`src/rtl/ssp_pkg.sv`:
```
package ssp_pkg;

  // Total span in 1/100000 units for the two amplitude bits.
  function automatic int span_of(input logic [1:0] amp);
    case (amp)
      2'b00:   return 1250;
      2'b01:   return 2500;
      2'b10:   return 5000;
      default: return 10000;
    endcase
  endfunction

  // Lowest band point: full span below nominal, or half of it when centred.
  function automatic int band_low(input logic [2:0] code);
    int s;
    s = span_of(code[2:1]);
    return code[0] ? -(s / 2) : -s;
  endfunction

  // Position along the triangle, 0 at the start, half at the peak.
  function automatic int tri_level(input int ph, input int half);
    return (ph < half) ? ph : (2 * half - ph);
  endfunction

  function automatic int offset_of(input logic [2:0] code, input int ph, input int half);
    return band_low(code) + (span_of(code[2:1]) * tri_level(ph, half)) / half;
  endfunction

endpackage

```
`src/rtl/ssp_cfg_latch.sv`:
```
module ssp_cfg_latch #(
  parameter int PW         = 16,
  parameter int DEF_PERIOD = 1000
) (
  input  logic          clk,
  input  logic          rst,
  input  logic          load,
  input  logic [2:0]    sel_in,
  input  logic          spread_n_in,
  input  logic [PW-1:0] period_in,
  output logic [2:0]    sel_q,
  output logic          en_q,
  output logic [PW-1:0] half_q
);
  localparam int          DEF_HALF_I = (DEF_PERIOD / 2 < 1) ? 1 : DEF_PERIOD / 2;
  localparam logic [PW-1:0] DEF_HALF = PW'(DEF_HALF_I);

  logic [PW-1:0] half_raw;
  logic [PW-1:0] half_next;

  assign half_raw  = {1'b0, period_in[PW-1:1]};
  assign half_next = (half_raw == '0) ? PW'(1) : half_raw;

  always_ff @(posedge clk) begin
    if (rst) begin
      sel_q  <= 3'b000;
      en_q   <= 1'b0;
      half_q <= DEF_HALF;
    end else if (load) begin
      sel_q  <= sel_in;
      en_q   <= ~spread_n_in;
      half_q <= half_next;
    end
  end

  AST_CFG_HOLD: assert property (@(posedge clk) disable iff (rst)
    !load |=> ($stable(sel_q) && $stable(en_q) && $stable(half_q)));

  AST_HALF_NONZERO: assert property (@(posedge clk) disable iff (rst)
    load |=> (half_q != '0));

endmodule

```
`src/rtl/ssp_phase_ctr.sv`:
```
module ssp_phase_ctr #(
  parameter int PW = 16
) (
  input  logic          clk,
  input  logic          rst,
  input  logic [PW-1:0] half,
  output logic [PW:0]   ph,
  output logic          last,
  output logic          start
);
  logic [PW:0] last_idx;

  assign last_idx = {half, 1'b0} - (PW+1)'(1);
  assign last     = (ph == last_idx);
  assign start    = (ph == '0);

  always_ff @(posedge clk) begin
    if (rst || last) ph <= '0;
    else             ph <= ph + (PW+1)'(1);
  end

  AST_PHASE_WRAP: assert property (@(posedge clk) disable iff (rst)
    last |=> start);

  AST_START_SINGLE: assert property (@(posedge clk) disable iff (rst)
    start |=> !start);

endmodule

```
`src/rtl/ssp_shape.sv`:
```
module ssp_shape #(
  parameter int PW = 16,
  parameter int OW = 16
) (
  input  logic          clk,
  input  logic          rst,
  input  logic [2:0]    sel,
  input  logic          en,
  input  logic [PW-1:0] half,
  input  logic [PW:0]   ph,
  output logic [OW-1:0] offset
);
  logic [OW-1:0] ramp_val;

  assign ramp_val = OW'(ssp_pkg::offset_of(sel, int'(ph), int'(half)));
  assign offset   = en ? ramp_val : '0;

  AST_DOWN_CEILING: assert property (@(posedge clk) disable iff (rst)
    (en && !sel[0]) |-> ($signed(offset) <= 0 && $signed(offset) >= -10000));

  AST_CENTRE_BAND: assert property (@(posedge clk) disable iff (rst)
    (en && sel[0]) |-> ($signed(offset) <= 5000 && $signed(offset) >= -5000));

endmodule

```
`src/rtl/ssp_profile_gen.sv`:
```
module ssp_profile_gen #(
  parameter int PW         = 16,
  parameter int OW         = 16,
  parameter int DEF_PERIOD = 1000
) (
  input  logic          clk,
  input  logic          rst,
  input  logic [2:0]    mw_sel,
  input  logic          spread_n,
  input  logic [PW-1:0] period,
  output logic [OW-1:0] offset,
  output logic          period_start,
  output logic [OW-1:0] ref_offset
);
  logic [2:0]    sel_q;
  logic          en_q;
  logic [PW-1:0] half_q;
  logic [PW:0]   ph;
  logic          ph_last;

  ssp_cfg_latch #(.PW(PW), .DEF_PERIOD(DEF_PERIOD)) u_cfg (
    .clk(clk), .rst(rst), .load(ph_last),
    .sel_in(mw_sel), .spread_n_in(spread_n), .period_in(period),
    .sel_q(sel_q), .en_q(en_q), .half_q(half_q)
  );

  ssp_phase_ctr #(.PW(PW)) u_phase (
    .clk(clk), .rst(rst), .half(half_q),
    .ph(ph), .last(ph_last), .start(period_start)
  );

  ssp_shape #(.PW(PW), .OW(OW)) u_shape (
    .clk(clk), .rst(rst), .sel(sel_q), .en(en_q),
    .half(half_q), .ph(ph), .offset(offset)
  );

  assign ref_offset = '0;

  AST_OFF_IS_NOMINAL: assert property (@(posedge clk) disable iff (rst)
    !en_q |-> (offset == '0));

  AST_START_AT_LOW: assert property (@(posedge clk) disable iff (rst)
    (period_start && en_q && !sel_q[0]) |-> ($signed(offset) < 0));

endmodule

```
`config.mk`:
```
export PLATFORM = sky130hd
export DESIGN_NAME = ssp_profile_gen
export DESIGN_NICKNAME = d
export VERILOG_FILES = /design/src/rtl/ssp_pkg.sv /design/src/rtl/ssp_cfg_latch.sv /design/src/rtl/ssp_phase_ctr.sv /design/src/rtl/ssp_shape.sv /design/src/rtl/ssp_profile_gen.sv
export SDC_FILE = /design/constraint.sdc
export NUM_CORES = 2
export LEC_CHECK = 0
export BUFFER_PORTS_ARGS = -buffer_cell sky130_fd_sc_hd__buf_2
export CORE_MARGIN = 4
export CORE_UTILIZATION = 35
export DETAILED_ROUTE_END_ITERATION = 12
export HOLD_SLACK_MARGIN = 0.1
export SYNTH_ARGS = -nofsm -noshare
export SYNTH_HDL_FRONTEND = slang
export SYNTH_SLANG_ARGS = --single-unit
```
`constraint.sdc`:
```
create_clock -name clk -period 156.9 [get_ports clk]
set_input_delay 15.69 -clock clk [delete_from_list [all_inputs] [get_ports clk]]
set_output_delay 15.69 -clock clk [all_outputs]
set_load 0.02 [all_outputs]
```
Word-level counts from Yosys, hierarchy flattened
Cells that the tools add are included.

Divide/modulo/power cells: 1. Shift-type cells: 0. Bitwise operators: 2. Add/sub/neg operators: 7. Magnitude comparators: 1. $mul: 1. Equal/unequal tests: 3. Reductions and logical operators: 4. Multiplexer cells: 5.

Operators with widths (number): $pmux W14 S3 (1); $div A32 B17 Y32 (1); $mul A15 B32 Y32 (1); $mux W16 (2); $mux W32 (1); $sub A17 B17 Y18 (1); $add A17 B1 Y17 const B (1); $eq A17 B17 Y1 (1); $logic_not A17 Y1 (1); $lt A17 B16 Y1 (1); $sub A17 B1 Y17 const B (1); $add A16 B16 Y16 (1); $logic_not A16 Y1 (1); $neg A14 Y16 (1); $neg A16 Y16 (1); $mux W15 (1); $add A13 B1 Y14 (1); $eq A2 B1 Y1 const B (1); $eq A2 B2 Y1 const B (1); $logic_not A2 Y1 (1); $and A1 B1 Y1 const A (1); $logic_or A1 B1 Y1 (1); $not A1 Y1 (1).

Bits in registers: 37. Output and inout bits: 33. Memory bits (read-only): 0. Latch bits: 0. RAM bits: 0. Word-level logic and storage cells: 28. Memories kept: 0. Input port bits: 22.

Depth between registers and ports, before layout
Depth in word-level cells: 8. Mapped depth: 560. Mapped depth without buffers: 527.

Hierarchy
Synthesis repeated with hierarchy kept, for this count alone.

Cells, all modules: 4980. Area total of the unflattened synthesis: 37023.0 µm².

By module, submodules not included: ssp_shape (seq. area each 0.0 µm², area each 34733.3 µm², times used 1, cells an instance 4727); ssp_phase_ctr (seq. area each 340.3 µm², area each 1420.1 µm², times used 1, cells an instance 166); ssp_cfg_latch (seq. area each 380.4 µm², area each 745.7 µm², times used 1, cells an instance 70); ssp_profile_gen (seq. area each 0.0 µm², area each 123.9 µm², times used 1, cells an instance 17).

Worst setup path after synthesis
Ideal clock, no wire load.

Kind: register -> output. Start: register u_cfg.half_q[1]. End: output offset[15]. Setup slack: 34.320 ns. Arrival: 106.890 ns. Data required time: 141.210 ns. Path buffers: 49. Cell stages (with the launch flop): 542. Path through: dfxtp_1 inv_1 ha_1 a21boi_0 o21ai_0 nand2b_1 a21oi_1 nor2b_1 o21ai_0 nand2b_1 a21oi_1 nor2b_1 o21ai_0 nand2b_1 a21oi_1 nor2b_1 o21ai_0 nand2b_1 [506 not listed] ha_1 a21o_1 a21o_1 a21o_1 a21oi_1 o21bai_1 a21oi_1 o21bai_1 a21oi_1 o21bai_1 a21oi_1 o21bai_1 a21oi_1 o21bai_1 a21oi_1 xnor2_1 xnor2_1 and2_1.

Longest elaborated chain between the ends: 6. Elaborated cells on any way between the ends: 7. Those cells by class: add/sub: 2; mul: 1; div: 1; order compare: 1; mux: 2.

Ends and longest elaborated chain: start, declared (line ssp_cfg_latch.sv:13) `output logic [PW-1:0] half_q`; start signal, assigned (line ssp_cfg_latch.sv:32) `half_q <= half_next;`; $sub A17 B17 Y18 or $lt A17 B16 Y1 (tied branches) (line ssp_pkg.sv:22) `return (ph < half) ? ph : (2 * half - ph);`; $mux W32 (line ssp_pkg.sv:22); $mul A15 B32 Y32 (line ssp_pkg.sv:26) `return band_low(code) + (span_of(code[2:1]) * tri_level(ph, half)) / half;`; $div A32 B17 Y32 * (line ssp_pkg.sv:26); $add A16 B16 Y16 * (line ssp_pkg.sv:26); $mux W16 * (line ssp_shape.sv:16) `assign offset = en ? ramp_val : '0;`; end, declared (line ssp_profile_gen.sv:11) `output logic [OW-1:0] offset,`.

Every way passes the cells marked *; elsewhere a longest branch is shown, timed or not.

Worst setup path in the final report
Start: register u_phase.ph[2]. End: output offset[15].

Longest elaborated chain between the ends: 6. Elaborated cells on any way between the ends: 7. Those cells by class: add/sub: 2; mul: 1; div: 1; order compare: 1; mux: 2.

Ends and longest elaborated chain: start, declared (line ssp_phase_ctr.sv:7) `output logic [PW:0] ph,`; start signal, assigned (line ssp_phase_ctr.sv:19) `else ph <= ph + (PW+1)'(1);`; $sub A17 B17 Y18 or $lt A17 B16 Y1 (tied branches) (line ssp_pkg.sv:22); $mux W32 * (line ssp_pkg.sv:22); $mul A15 B32 Y32 * (line ssp_pkg.sv:26); $div A32 B17 Y32 * (line ssp_pkg.sv:26); $add A16 B16 Y16 * (line ssp_pkg.sv:26); $mux W16 * (line ssp_shape.sv:16).

Marks and branches as above.

==> impl_metrics.csv <==
group,metric,value,unit
synth,synthFlopType,"dfxtp_1",
floorplan,dieArea,0.108,mm2
route,dr.pass1.iters,6,
timing,fin_crit_sh,0.865,
synth,ys.warnings.count,0,
route,drc,0,
timing,finalMaxSlewViolations,0,
grt,grt_antenna_before_repair,4,
clock_network,clockRootBuffer,"clkbuf_16",
timing,setup_tns,0,ps
clock_network,ctsHoldBuffers,0,
clock_network,cts_max_path_buffers,2,
power_and_ir_drop,ir_worst_vdd,7.07,uV
final_layout,fin_nets,5589,
route,wl_per_cell,18.9,um
grt,first_global_vias,34401,
grt,grt_max_degree,46,
clock_network,path_clk_slew,60,ps
timing,timing_hold_violations_final,0,
setup_path,arrival,120050,ps
floorplan,start_util,0.353,
grt,grt_remaining_overflow,0,
synth,yosysUniqueCellTypes,122,
final_layout,syn_to_final_growth,5.29,%
floorplan,io_pins,55,
final_layout,utilization,0.371,
synth,synth_edf_count,0,
timing,min_period,135740,ps
synth,synth_area_leaders,"ha_1 18%, fa_1 12%, o21a_1 4.8%",
worst_hold_path,hold_class,"reg2reg",
setup_path,crit_buf_inv,27,
clock_network,numCtsBuffers,5,
clock_network,cts_sinks,36,
place,postPlaceCellArea,0.0377,mm2
place,io_buffers,37,
clock_network,htree_levels,2,
timing,final.setup_skew,5.55,ps
place,place.gp.congestion,0.979,
floorplan,die_height,328,um
route,vias,35446,
route,viasPerCell,5.72,
power_and_ir_drop,fin_total_pwr,115,uW
route,drt-initial-drc-count,2495,
clock_network,clock_latency,280,ps
timing,setup_violations,0,
final_layout,final_common_cell,"ha_1",
clock_network,cts_setup_buffers,0,
final_layout,design_area,0.0378,mm2
floorplan,coreArea,0.102,mm2
clock_network,cts_resized,0,
setup_path,slowest_stage,"nor2_2",
place,dp_hpwl,96200,um
setup_path,critPathMaxStageDelay,950,ps
timing,tightestPinTransition,1030,ps
setup_path,crit_path_frequent_cell,"o21a_1",
timing,rsz0062_at_grt,"no",
setup_path,path_max_fanout,32,
final_layout,final_cell_mix,"523 x ha_1, 434 x nand2_1, 425 x inv_1",
synth,synth-seq-cells,36,
setup_path,critPathKind,"reg2out",
power_and_ir_drop,power-per-cell-area,3.04,mW/mm2
timing,max_slew_margin,0.312,
floorplan,die_w,328,um
power_and_ir_drop,p_leak,0.0181,uW
grt,track_usage,0.211,
setup_path,cpLargestDelayFamily,"compound AO/OA/AOI/OAI gates",
synth,syn_area,0.0359,mm2
grt,grt_first_pass_wirelength,187000,um
synth,seq_area_frac_synth,0.0201,
synth,yosysTopAreaCell,"ha_1",
clock_network,cts_tree,"built",
route,drtAntennaViolNets,0,
synth,syn_avg_cell_area,7.39,um2
setup_path,required,141210,ps
setup_path,end_kind,"output pin",
final_layout,drive_gt1_frac,0.0657,
setup_path,cp-start-kind,"flip-flop",
timing,fmax,7.37,MHz
synth,syn-instance-count,4859,
status,status,"finished, final reports clean",
job,maxCapViolations,0,
floorplan,num_rows,117,
route,wl,117000,um
synth,async_flop_share,0,
synth,synth_top_cell_area_share,0.182,
-- kinds of logic after synthesis --
logic type,synth area share
fa+ha+maj,0.306
xor+xnor,0.0680
buf+inv,0.0636
other cells,0.000209
flops,0.0201
compound gates,0.261
simple gates,0.244
mux,0.0370
-- layer usage --
layer,GRT usage,wire length (um)
met5,0,0
met3,0.0168,5450
met4,0.0493,3140
met2,0.359,53400
met1,0.291,54800
-- per-stage QoR --
stage,instances,setup WS [ps],hold slack (ps)
after global routing,6191,11220,659
after floorplan,4874,34320,536
final,6192,21160,635
after global placement,6183,23360,592
after CTS,6191,21750,625
after detailed placement,6183,22460,622
-- worst paths after layout --
kind / startpoint / endpoint / slack (ps) / cells after the start
max: u_phase.ph[2] / offset[15] / 21160 / 514
min: u_phase.ph[1] / u_phase.ph[3] / 640 / 3
max reg2reg: u_cfg.half_q[9] / u_cfg.half_q[1] / 153040 / 13
min reg2reg: u_phase.ph[1] / u_phase.ph[3] / 640 / 3
-- flip-flops by register name, indices dropped and copies added (netlist names) --
| signal | count |
|---|---|
| u_cfg.sel_q | 3 |
| u_cfg.en_q | 1 |
| u_cfg.half_q | 15 |
| u_phase.ph | 17 |
-- worst reg2reg max path, cell delays in order, from the launching register on --
cell and delay, ps:
dfxtp_1 430, inv_1 130, buf_4 420, nand4_1 290, nor3_1 510, nand3_1 120, o21ai_0 90, nor2_1 50
a211oi_1 220, a41oi_1 100, a2111oi_2 260, buf_4 360, or2_2 520, o21ai_0 200
-- cell usage after synthesis (all sizes together) (49+ instances only) --
cell and n:
or2 58, mux2 79, clkbuf 103, nor3 266
a31oi 53, nor2 394, a21oi 257, or3 49
o21a 230, nand4 59, xnor2 176, xor2 103
buf 49, nand2 436, ha 523, nand2b 86
o21ai 207, o31ai 144, inv 428, fa 222
a21o 94, nand3 94, and2 107, nor4 50
-- where the power goes --
| part | total, uW | internal (uW) | leakage [uW] | switching (uW) |
|---|---|---|---|---|
| sequential | 9.39 | 9.21 | 0.000291 | 0.188 |
| combinational | 95.1 | 37.8 | 0.0177 | 57.3 |
| clock | 10.4 | 6.35 | 0.0000773 | 4.03 |
| total | 115 | 53.4 | 0.0181 | 61.5 |
-- layout make-up --
class | count | area, um2
diodes | 1 | 2.50
clock buffers | 6 | 139
clock inverters | 2 | 13.8
fillers | 10949 | 64100
inverters | 429 | 1620
multi-input cells | 4257 | 33000
flip-flops and latches | 36 | 721
well taps | 1368 | 1710
repair buffers | 93 | 606
(Power assumes the default switching activity.)
